==> src/rtl/dir_pkg.sv <==
package dir_pkg;
  typedef enum logic [1:0] {LS_I = 2'd0, LS_S = 2'd1, LS_M = 2'd2, LS_SD = 2'd3} line_st_e;
  typedef enum logic [1:0] {RQ_GETS = 2'd0, RQ_GETM = 2'd1, RQ_PUTM = 2'd2, RQ_RSVD = 2'd3} req_e;
  typedef enum logic [1:0] {MK_DATA = 2'd0, MK_FWDS = 2'd1, MK_FWDM = 2'd2, MK_PUTACK = 2'd3} msg_e;
endpackage

==> src/rtl/dir_table.sv <==
module dir_table
  import dir_pkg::*;
#(
  parameter int NODES = 4,
  parameter int LINES = 4,
  localparam int NW = $clog2(NODES),
  localparam int LW = $clog2(LINES)
) (
  input  logic             clk,
  input  logic             rst_n,
  input  logic [LW-1:0]    ra_idx,
  output line_st_e         ra_st,
  output logic [NW-1:0]    ra_own,
  output logic [NODES-1:0] ra_shr,
  input  logic [LW-1:0]    rb_idx,
  output line_st_e         rb_st,
  output logic [NW-1:0]    rb_own,
  output logic [NODES-1:0] rb_shr,
  input  logic             we,
  input  logic [LW-1:0]    w_idx,
  input  line_st_e         w_st,
  input  logic [NW-1:0]    w_own,
  input  logic [NODES-1:0] w_shr
);
  line_st_e         st_q  [LINES];
  logic [NW-1:0]    own_q [LINES];
  logic [NODES-1:0] shr_q [LINES];

  always_ff @(posedge clk) begin
    if (!rst_n) begin
      for (int i = 0; i < LINES; i++) begin
        st_q[i]  <= LS_I;
        own_q[i] <= '0;
        shr_q[i] <= '0;
      end
    end else if (we) begin
      st_q[w_idx]  <= w_st;
      own_q[w_idx] <= w_own;
      shr_q[w_idx] <= w_shr;
    end
  end

  assign ra_st  = st_q[ra_idx];
  assign ra_own = own_q[ra_idx];
  assign ra_shr = shr_q[ra_idx];
  assign rb_st  = st_q[rb_idx];
  assign rb_own = own_q[rb_idx];
  assign rb_shr = shr_q[rb_idx];
endmodule

==> src/rtl/dir_mem.sv <==
module dir_mem #(
  parameter int LINES = 4,
  parameter int DW = 8,
  localparam int LW = $clog2(LINES)
) (
  input  logic          clk,
  input  logic          rst_n,
  input  logic [LW-1:0] rd_idx,
  output logic [DW-1:0] rd_data,
  input  logic          we,
  input  logic [LW-1:0] w_idx,
  input  logic [DW-1:0] w_data
);
  logic [DW-1:0] mem_q [LINES];

  always_ff @(posedge clk) begin
    if (!rst_n) begin
      for (int i = 0; i < LINES; i++) mem_q[i] <= '0;
    end else if (we) begin
      mem_q[w_idx] <= w_data;
    end
  end

  assign rd_data = mem_q[rd_idx];
endmodule

==> src/rtl/dir_out_stage.sv <==
module dir_out_stage #(
  parameter int NODES = 4,
  parameter int LINES = 4,
  parameter int DW = 8,
  parameter int LAT = 2,
  localparam int NW = $clog2(NODES),
  localparam int LW = $clog2(LINES),
  localparam int AW = $clog2(NODES + 1),
  localparam int CW = $clog2(LAT + 2)
) (
  input  logic             clk,
  input  logic             rst_n,
  input  logic             load,
  input  logic             l_slow,
  input  logic [1:0]       l_kind,
  input  logic [NW-1:0]    l_dst,
  input  logic [NW-1:0]    l_req,
  input  logic [LW-1:0]    l_line,
  input  logic [DW-1:0]    l_data,
  input  logic [NODES-1:0] l_inv,
  input  logic [AW-1:0]    l_acks,
  output logic             busy,
  output logic             out_valid,
  input  logic             out_ready,
  output logic [1:0]       out_kind,
  output logic [NW-1:0]    out_dst,
  output logic [NW-1:0]    out_req,
  output logic [LW-1:0]    out_line,
  output logic [DW-1:0]    out_data,
  output logic [NODES-1:0] out_inv,
  output logic [AW-1:0]    out_acks
);
  logic          full_q;
  logic [CW-1:0] cnt_q;

  assign busy      = full_q;
  assign out_valid = full_q && (cnt_q == '0);

  always_ff @(posedge clk) begin
    if (!rst_n) begin
      full_q   <= 1'b0;
      cnt_q    <= '0;
      out_kind <= '0;
      out_dst  <= '0;
      out_req  <= '0;
      out_line <= '0;
      out_data <= '0;
      out_inv  <= '0;
      out_acks <= '0;
    end else if (load) begin
      full_q   <= 1'b1;
      cnt_q    <= l_slow ? CW'(LAT) : '0;
      out_kind <= l_kind;
      out_dst  <= l_dst;
      out_req  <= l_req;
      out_line <= l_line;
      out_data <= l_data;
      out_inv  <= l_inv;
      out_acks <= l_acks;
    end else if (full_q && cnt_q != '0) begin
      cnt_q <= cnt_q - 1'b1;
    end else if (out_valid && out_ready) begin
      full_q <= 1'b0;
    end
  end
endmodule

==> src/rtl/dir_home_ctrl.sv <==
module dir_home_ctrl
  import dir_pkg::*;
#(
  parameter int NODES = 4,
  parameter int LINES = 4,
  parameter int DW = 8,
  parameter int MEM_LAT = 2,
  localparam int NW = $clog2(NODES),
  localparam int LW = $clog2(LINES),
  localparam int AW = $clog2(NODES + 1)
) (
  input  logic             clk,
  input  logic             rst_n,
  input  logic             req_valid,
  output logic             req_ready,
  input  logic [1:0]       req_type,
  input  logic [NW-1:0]    req_src,
  input  logic [LW-1:0]    req_line,
  input  logic [DW-1:0]    req_data,
  input  logic             odat_valid,
  output logic             odat_ready,
  input  logic [LW-1:0]    odat_line,
  input  logic [DW-1:0]    odat_data,
  output logic             out_valid,
  input  logic             out_ready,
  output logic [1:0]       out_kind,
  output logic [NW-1:0]    out_dst,
  output logic [NW-1:0]    out_req,
  output logic [LW-1:0]    out_line,
  output logic [DW-1:0]    out_data,
  output logic [NODES-1:0] out_inv,
  output logic [AW-1:0]    out_acks
);
  line_st_e         ea_st, eb_st, w_st;
  logic [NW-1:0]    ea_own, eb_own, w_own;
  logic [NODES-1:0] ea_shr, eb_shr, w_shr;
  logic             t_we, m_we, busy;
  logic [LW-1:0]    w_idx, m_idx;
  logic [DW-1:0]    m_data, rd_data;
  logic             load, l_slow;
  logic [1:0]       l_kind;
  logic [NW-1:0]    l_dst;
  logic [NODES-1:0] l_inv;
  logic [AW-1:0]    l_acks;
  logic [DW-1:0]    l_data;
  logic [NODES-1:0] src_bit, own_bit;
  logic             hold, od_take, rq_take;

  dir_table #(.NODES(NODES), .LINES(LINES)) u_table (
    .clk, .rst_n,
    .ra_idx(req_line), .ra_st(ea_st), .ra_own(ea_own), .ra_shr(ea_shr),
    .rb_idx(odat_line), .rb_st(eb_st), .rb_own(eb_own), .rb_shr(eb_shr),
    .we(t_we), .w_idx(w_idx), .w_st(w_st), .w_own(w_own), .w_shr(w_shr)
  );

  dir_mem #(.LINES(LINES), .DW(DW)) u_mem (
    .clk, .rst_n, .rd_idx(req_line), .rd_data(rd_data),
    .we(m_we), .w_idx(m_idx), .w_data(m_data)
  );

  dir_out_stage #(.NODES(NODES), .LINES(LINES), .DW(DW), .LAT(MEM_LAT)) u_out (
    .clk, .rst_n, .load, .l_slow, .l_kind, .l_dst, .l_req(req_src),
    .l_line(req_line), .l_data, .l_inv, .l_acks, .busy,
    .out_valid, .out_ready, .out_kind, .out_dst, .out_req, .out_line,
    .out_data, .out_inv, .out_acks
  );

  // A transient line blocks everything except the writeback that resolves it.
  assign hold       = (ea_st == LS_SD) && (req_type != RQ_PUTM);
  assign odat_ready = !busy;
  assign req_ready  = !busy && !odat_valid && !hold;
  assign od_take    = odat_valid && odat_ready;
  assign rq_take    = req_valid && req_ready;
  assign src_bit    = NODES'(1) << req_src;
  assign own_bit    = NODES'(1) << ea_own;

  always_comb begin
    t_we   = 1'b0;
    w_idx  = req_line;
    w_st   = ea_st;
    w_own  = ea_own;
    w_shr  = ea_shr;
    m_we   = 1'b0;
    m_idx  = req_line;
    m_data = req_data;
    load   = 1'b0;
    l_slow = 1'b0;
    l_kind = MK_DATA;
    l_dst  = req_src;
    l_inv  = '0;
    l_acks = '0;
    l_data = '0;
    if (od_take) begin
      // Owner data only matters while the line still waits for it.
      if (eb_st == LS_SD) begin
        t_we   = 1'b1;
        w_idx  = odat_line;
        w_st   = LS_S;
        w_own  = eb_own;
        w_shr  = eb_shr;
        m_we   = 1'b1;
        m_idx  = odat_line;
        m_data = odat_data;
      end
    end else if (rq_take) begin
      load = 1'b1;
      if (req_type == RQ_PUTM) begin
        l_kind = MK_PUTACK;
        if (ea_st == LS_M && ea_own == req_src) begin
          t_we  = 1'b1;
          w_st  = LS_I;
          w_own = '0;
          w_shr = '0;
          m_we  = 1'b1;
        end else if (ea_st == LS_SD && ea_shr[req_src]) begin
          t_we = 1'b1;
          w_st = LS_S;
          m_we = 1'b1;
        end
      end else if (req_type == RQ_GETM) begin
        t_we  = 1'b1;
        w_own = req_src;
        if (ea_st == LS_M) begin
          l_kind = MK_FWDM;
          l_dst  = ea_own;
        end else begin
          l_slow = 1'b1;
          l_data = rd_data;
          l_inv  = (ea_st == LS_S) ? (ea_shr & ~src_bit) : '0;
          l_acks = AW'($countones(l_inv));
          w_st   = LS_M;
          w_shr  = '0;
        end
      end else begin
        t_we = 1'b1;
        if (ea_st == LS_M) begin
          l_kind = MK_FWDS;
          l_dst  = ea_own;
          w_st   = LS_SD;
          w_shr  = own_bit | src_bit;
        end else begin
          l_slow = 1'b1;
          l_data = rd_data;
          w_st   = LS_S;
          w_shr  = ea_shr | src_bit;
        end
      end
    end
  end
endmodule

==> config.mk <==
export PLATFORM = sky130hd
export DESIGN_NAME = dir_home_ctrl
export DESIGN_NICKNAME = d
export VERILOG_FILES = /design/src/rtl/dir_pkg.sv /design/src/rtl/dir_table.sv /design/src/rtl/dir_mem.sv /design/src/rtl/dir_out_stage.sv /design/src/rtl/dir_home_ctrl.sv
export SDC_FILE = /design/constraint.sdc
export NUM_CORES = 1
export LEC_CHECK = 0
export CAP_MARGIN = 30
export CORE_AREA = 5 5 79 117
export CTS_CLUSTER_SIZE = 28
export DETAILED_ROUTE_END_ITERATION = 10
export DIE_AREA = 0 0 84 122
export DONT_BUFFER_PORTS = 1
export PLACE_DENSITY = 0.78
export SLEW_MARGIN = 15
export SYNTH_ARGS = -nofsm -noshare
export SYNTH_HDL_FRONTEND = slang
export SYNTH_HIERARCHICAL = 1
export SYNTH_SLANG_ARGS = --single-unit
export TNS_END_PERCENT = 5
==> constraint.sdc <==
create_clock -name clk -period 3.7 [get_ports clk]
set_input_delay 0.555 -clock clk [delete_from_list [all_inputs] [get_ports clk]]
set_output_delay 0.555 -clock clk [all_outputs]
set_load 0.01 [all_outputs]
== Yosys cells after proc, flatten, opt, wreduce, memory -nomap -nowiden ==
Memories as Yosys holds them, arrays and structs flattened.
Cells that the tools add are included.

* Word-level logic and storage cells: 149
* Memories kept: 4
* Output and inout port bits: 26
* Flip-flop bits (word level): 26
* Bits in read-only memories: 0
* Latch bits: 0
* Bits of input ports: 29
* Bits in writable memories: 64

* Divide/modulo/power cells: 0
* Eq/ne operators: 9
* $add $sub $neg: 4
* Bitwise gates (word level): 4
* Shift-type cells: 2
* $mul: 0
* Muxes and demuxes: 94
* Reductions and logical operators: 22
* $lt $le $gt $ge: 1

{| class="wikitable"
|+ Memory list
! name !! depth !! width !! rd ports !! clocked after Yosys merged registers in !! wr ports !! line !! RTL
|-
| u_mem.mem_q || 4 || 8 || 1 || 0 || 4 || dir_mem.sv:14 || <nowiki>logic [DW-1:0] mem_q [LINES];</nowiki>
|-
| u_table.shr_q || 4 || 4 || 2 || 0 || 4 || dir_table.sv:27 || <nowiki>logic [NODES-1:0] shr_q [LINES];</nowiki>
|-
| u_table.own_q || 4 || 2 || 2 || 0 || 4 || dir_table.sv:26 || <nowiki>logic [NW-1:0] own_q [LINES];</nowiki>
|-
| u_table.st_q || 4 || 2 || 2 || 0 || 4 || dir_table.sv:25 || <nowiki>line_st_e st_q [LINES];</nowiki>
|}

{| class="wikitable"
|+ Operators by type and width
! cell !! count
|-
| 2-to-1 mux 2 bit || 35
|-
| 2-to-1 mux 4 bit || 15
|-
| 2-to-1 mux 8 bit || 7
|-
| 2-to-1 mux 1 bit || 31
|-
| 2-to-1 mux 3 bit || 5
|-
| logical AND 1 bit || 10
|-
| == test 2 bit (second input constant) || 4
|-
| bitwise OR 4 bit || 2
|-
| OR reduction 8 bit || 1
|-
| left shift 1 x 2 -> 4 bit (first input constant) || 2
|-
| nonzero test 2 bit || 3
|-
| adder 1 x 1 -> 2 bit || 2
|-
| bitwise AND 4 bit || 1
|-
| == test 2 x 1 -> 1 bit (second input constant) || 2
|-
| inequality test 2 bit (second input constant) || 2
|-
| NOT 4 bit || 1
|-
| OR reduction 2 bit || 2
|-
| OR reduction 4 bit || 1
|-
| adder 2 x 2 -> 3 bit || 1
|-
| logical NOT 1 bit || 3
|-
| less-than comparator 2 x 3 -> 1 bit (second input constant) || 1
|-
| binary-select mux 1 bit (select 2 bit) || 1
|-
| == test 2 bit || 1
|-
| logical NOT 2 bit || 1
|-
| other kinds (2) || 2
|}

== Longest topological paths before layout ==
An unclocked memory read counts as a cell.

* Word-level depth: 14
* Gate-level depth with buffers: 12

== By module ==
The synthesis kept the hierarchy.

{| class="wikitable"
|+ By module, submodules not included
! module !! area an instance (um^2) !! cells an instance !! times used !! sequential area each (um^2)
|-
| dir_table || 1646.6 || 104 || 1 || 960.9
|-
| dir_mem || 1437.6 || 87 || 1 || 960.9
|-
| dir_out_stage || 1048.5 || 92 || 1 || 520.5
|-
| dir_home_ctrl || 865.8 || 146 || 1 || 0.0
|}

== Least setup slack after synthesis ==
Ideal clock, no wire load.

* Path type: input -> register
* Start: input port req_line[0]
* End: memory u_table/own_q[0][0] in the netlist's numbering (enable)
* Buffers on the path: 2
* Stages: 9
* Path slack: 0.295 ns
* Required time: 3.313 ns
* Data arrival time: 3.019 ns
* Setup time: 0.387 ns
* Path through: buf_6 mux4_2 nand2b_1 buf_2 nor3_1 a31oi_2 a31oi_1 inv_1 o31ai_1

{| class="wikitable"
|+ RTL lines
! what !! line !! RTL
|-
| start, declared || dir_home_ctrl.sv:18 || <nowiki>input logic [LW-1:0] req_line,</nowiki>
|-
| end, declared || dir_table.sv:26 ||
|}

==> results by group <==
Yosys
  • Post-synth EDFFs: between 60 and 70
  • Synth Instances: 429
  • Synth Flop Type: edfxtp_1
  • Post-synthesis register bit count: 90
  • Synth area leader: edfxtp_1
  • Mapped Area: around 5000 um2
  • Synth cell types: roughly 50
  • Post-synth net total: 462
  • Post-synth top area share: 38.4%
  • Syn. warnings: 6
  • FFs w/ async S/R, synth: 0%
  • Post-Syn Area per Cell: around 12 um2
  • Synth area leaders: edfxtp_1 (38%), mux4_2 (11%), dfxtp_1 (10%)
  • Sequential area share after synthesis: 48.9%

STA
  • Final Skew: 0.00606 ns
  • Final Max Slew Viols: 0
  • Tcrit/Tclk final: 89.3%
  • Hold slack: approximately 0.37 ns
  • TNS Setup: 0 ns
  • Min Clock Period, post-route: 3.30 ns
  • RSZ-0062 raised after global routing: false
  • Max_slew headroom: 54.1%
  • Final setup vio count: 0
  • Slew @ Worst Pin: a little under 0.7 ns
  • Max Fclk: ~300 MHz
  • Final hold vios: 0

GRT
  • GRT Overall Usage: 22.4%
  • Antenna violations before repair: 0
  • First-pass GRT wire length: 17,400 um
  • Total grt overflow: 0
  • Largest net degree at the start of global routing: 57
  • Vias in the first global route: ~3.5k

Place
  • # port buffers: 0
  • Post-DP HPWL: approximately 8000 um
  • Routability Congestion: slightly above 0.9

Floorplanning
  • Initial Utilization: 60.9%
  • Die height: between 100 and 150 um
  • Die ar.: around 10,000 um2
  • Core area: between 8000 and 9000 um2
  • Die W: between 80 and 90 um
  • Io pins: between 50 and 60
  • Row cnt: just over 40

Clocking
  • Post-CTS Setup Bufs: 0
  • CTS H-tree lvls: 3
  • CTS Buffer Depth: 2
  • Hold buffers post-CTS: 0
  • # resized after CTS: 0
  • Clk slew on worst S/H paths: about 0.06 ns
  • CTS Root Cell: clkbuf_16
  • CTS Sinks: 90
  • Clock latency on the worst-skew pair: ~0.34 ns
  • TritonCTS buffer count: 9
  • CTS tree: yes

Power and ir drop
  • Pint: 1.82 mW
  • Total power draw: around 2.3 mW
  • NetSw: between 0.5 and 0.6 mW
  • Switching share of power: around 23%
  • Pwr per Cell Area: between 400 and 500 nW/um2
  • Comb power frac: 10.7%
  • Register share of total power: between 40 and 50%
  • VDD IR-drop max: 0.000399 V
  • Clock Power Share: 40.7%
  • Leakage power: around 2.1 nW

Setup path
  • CP arrival: approximately 3.4 ns
  • WS Path Type: reg2reg
  • CP Launch Type: flip-flop
  • CP Max Fanout: 9
  • Kind of end point of the critical path: flip-flop
  • Reg2Reg Setup Slack: ~0.40 ns
  • CP required: between 3 and 4 ns

Cells and area
  • Layout fillers: 646
  • Share of layout cells above drive strength 1: 14.7%
  • Most common cell after layout, fill and taps aside: edfxtp_1
  • Diodes inserted: 0
  • Nets: between 400 and 500
  • Most frequent cells in the layout: edfxtp_1 (64), nand2_1 (46), and2_1 (44)
  • Synth-to-layout area growth: 7.18%

Routing
  • Via-per-instance ratio: approximately 6.1
  • Routed Antenna Nets: 0
  • Drt total wl: between 10,000 and 15,000 um
  • DRT Pass-1 Iters: 4
  • DR iter-0 viols: between 200 and 250
  • Routed wire per std cell: a little under 20 um
  • Drt drc: 0
  • Vias: about 3.3k

Worst hold path
  • Hold WC Path Type: in2reg

Outcome
  • Run status: finished, final reports clean

Job
  • Max-cap violation count: 0
## metrics by stage
step / std cells / utilization [%] / setup WS, ns / instance area (um2)
after floorplan: 429 / - / 0.295 / 5000
after global placement: 521 / 61.3 / 0.420 / 5030
after detailed placement: 521 / 61.3 / 0.305 / 5030
after CTS: 537 / 65.3 / 0.464 / 5360
after global routing: 537 / 65.3 / 0.221 / 5360
final: 537 / 65.3 / 0.396 / 5360
## critical path, cell delays in order (launching register included)
cell and delay [ns]:
edfxtp_1 0.40, mux4_2 0.57, nand2b_1 0.34, nor3_1 0.35, a31oi_2 0.09, a31oi_1 0.57, inv_1 0.13, o31ai_1 0.36
buf_4 0.20
## flip-flops by register name (all words and copies together) (netlist names)
| signal | cells |
|---|---|
| u_out/out_inv | 4 |
| u_out/out_kind | 2 |
| u_out/out_acks | 3 |
| u_out/cnt_q | 2 |
| u_table/shr_q | 16 |
| u_table/own_q | 8 |
| u_out/out_data | 8 |
| u_out/out_dst | 2 |
| u_out/out_line | 2 |
| u_out/out_req | 2 |
| u_out/busy | 1 |
| u_mem/mem_q | 32 |
| u_table/st_q | 8 |
## worst paths after layout
path	startpoint	endpoint	cells after the start
min reg2reg	u_out/out_line[1]	u_out/out_line[1]	2
max reg2reg	u_table/st_q[3][0]	u_table/own_q[0][1]	8
max	u_table/st_q[3][0]	u_table/own_q[0][1]	8
min	rst_n	u_out/out_data[2]	1
## per-layer routing
layer	track usage [%]	up-vias	wire, um
li1	-	1542	-
met1	22.4	1573	3700
met2	41.7	111	5940
met3	6.50	28	625
met4	11.4	0	340
met5	0	-	0
## power by group through the flow
stage | combinational (mW) | clock, mW | sequential [mW]
5_1_grt | 0.277 | 1.02 | 1.14
3_3_place_gp | 0.245 | 0 | 1.16
2_1_floorplan | 0.225 | 0 | 1.15
4_1_cts | 0.252 | 0.978 | 1.14
3_5_place_dp | 0.251 | 0 | 1.16
6_report | 0.252 | 0.956 | 1.14
## area by class of cell
| cell class | instances | area [um2] | share of cell area (%) |
|---|---|---|---|
| sequential | 90 | 2440 | 45.6 |
| multi-input combinational | 298 | 2320 | 43.2 |
| clock buffer | 11 | 264 | 4.93 |
| tap | 107 | 134 | 2.50 |
| timing repair buffer | 12 | 90.1 | 1.68 |
| clock inverter | 5 | 58.8 | 1.10 |
| inverter | 14 | 52.6 | 0.981 |
## synth_stat cells, drive strengths merged, types with 2 or more instances
master and n:
dfxtp 26, nand3b 3, a21oi 5, and4bb 2, o22ai 2, a22oi 3
o31ai 4, nand2 46, and4b 4, mux2 2, and3 24, nor2 17
o21ai 12, nand3 10, nand2b 6, clkbuf 11, nor3 7, mux4 25
xor2 2, nor2b 32, buf 16, a31oi 2, mux2i 27, inv 14
and2 44, edfxtp 64, ha 3, xnor2 3
## kinds of logic (layout without fill, tap and decap cells)
group                    Yosys count  count (layout)  synth area share (%)
flip-flops                        90              90                  48.9
adder cells (fa/ha/maj)            4               4                  1.15
AO/OA/AOI/OAI                     35              35                  4.73
XOR/XNOR                           5               5                 0.876
AND/OR/NAND/NOR                  200             200                  22.3
buffers and inverters             41              42                  4.96
multiplexers                      54              54                  17.1
Power figures use the tool's default switching activity.
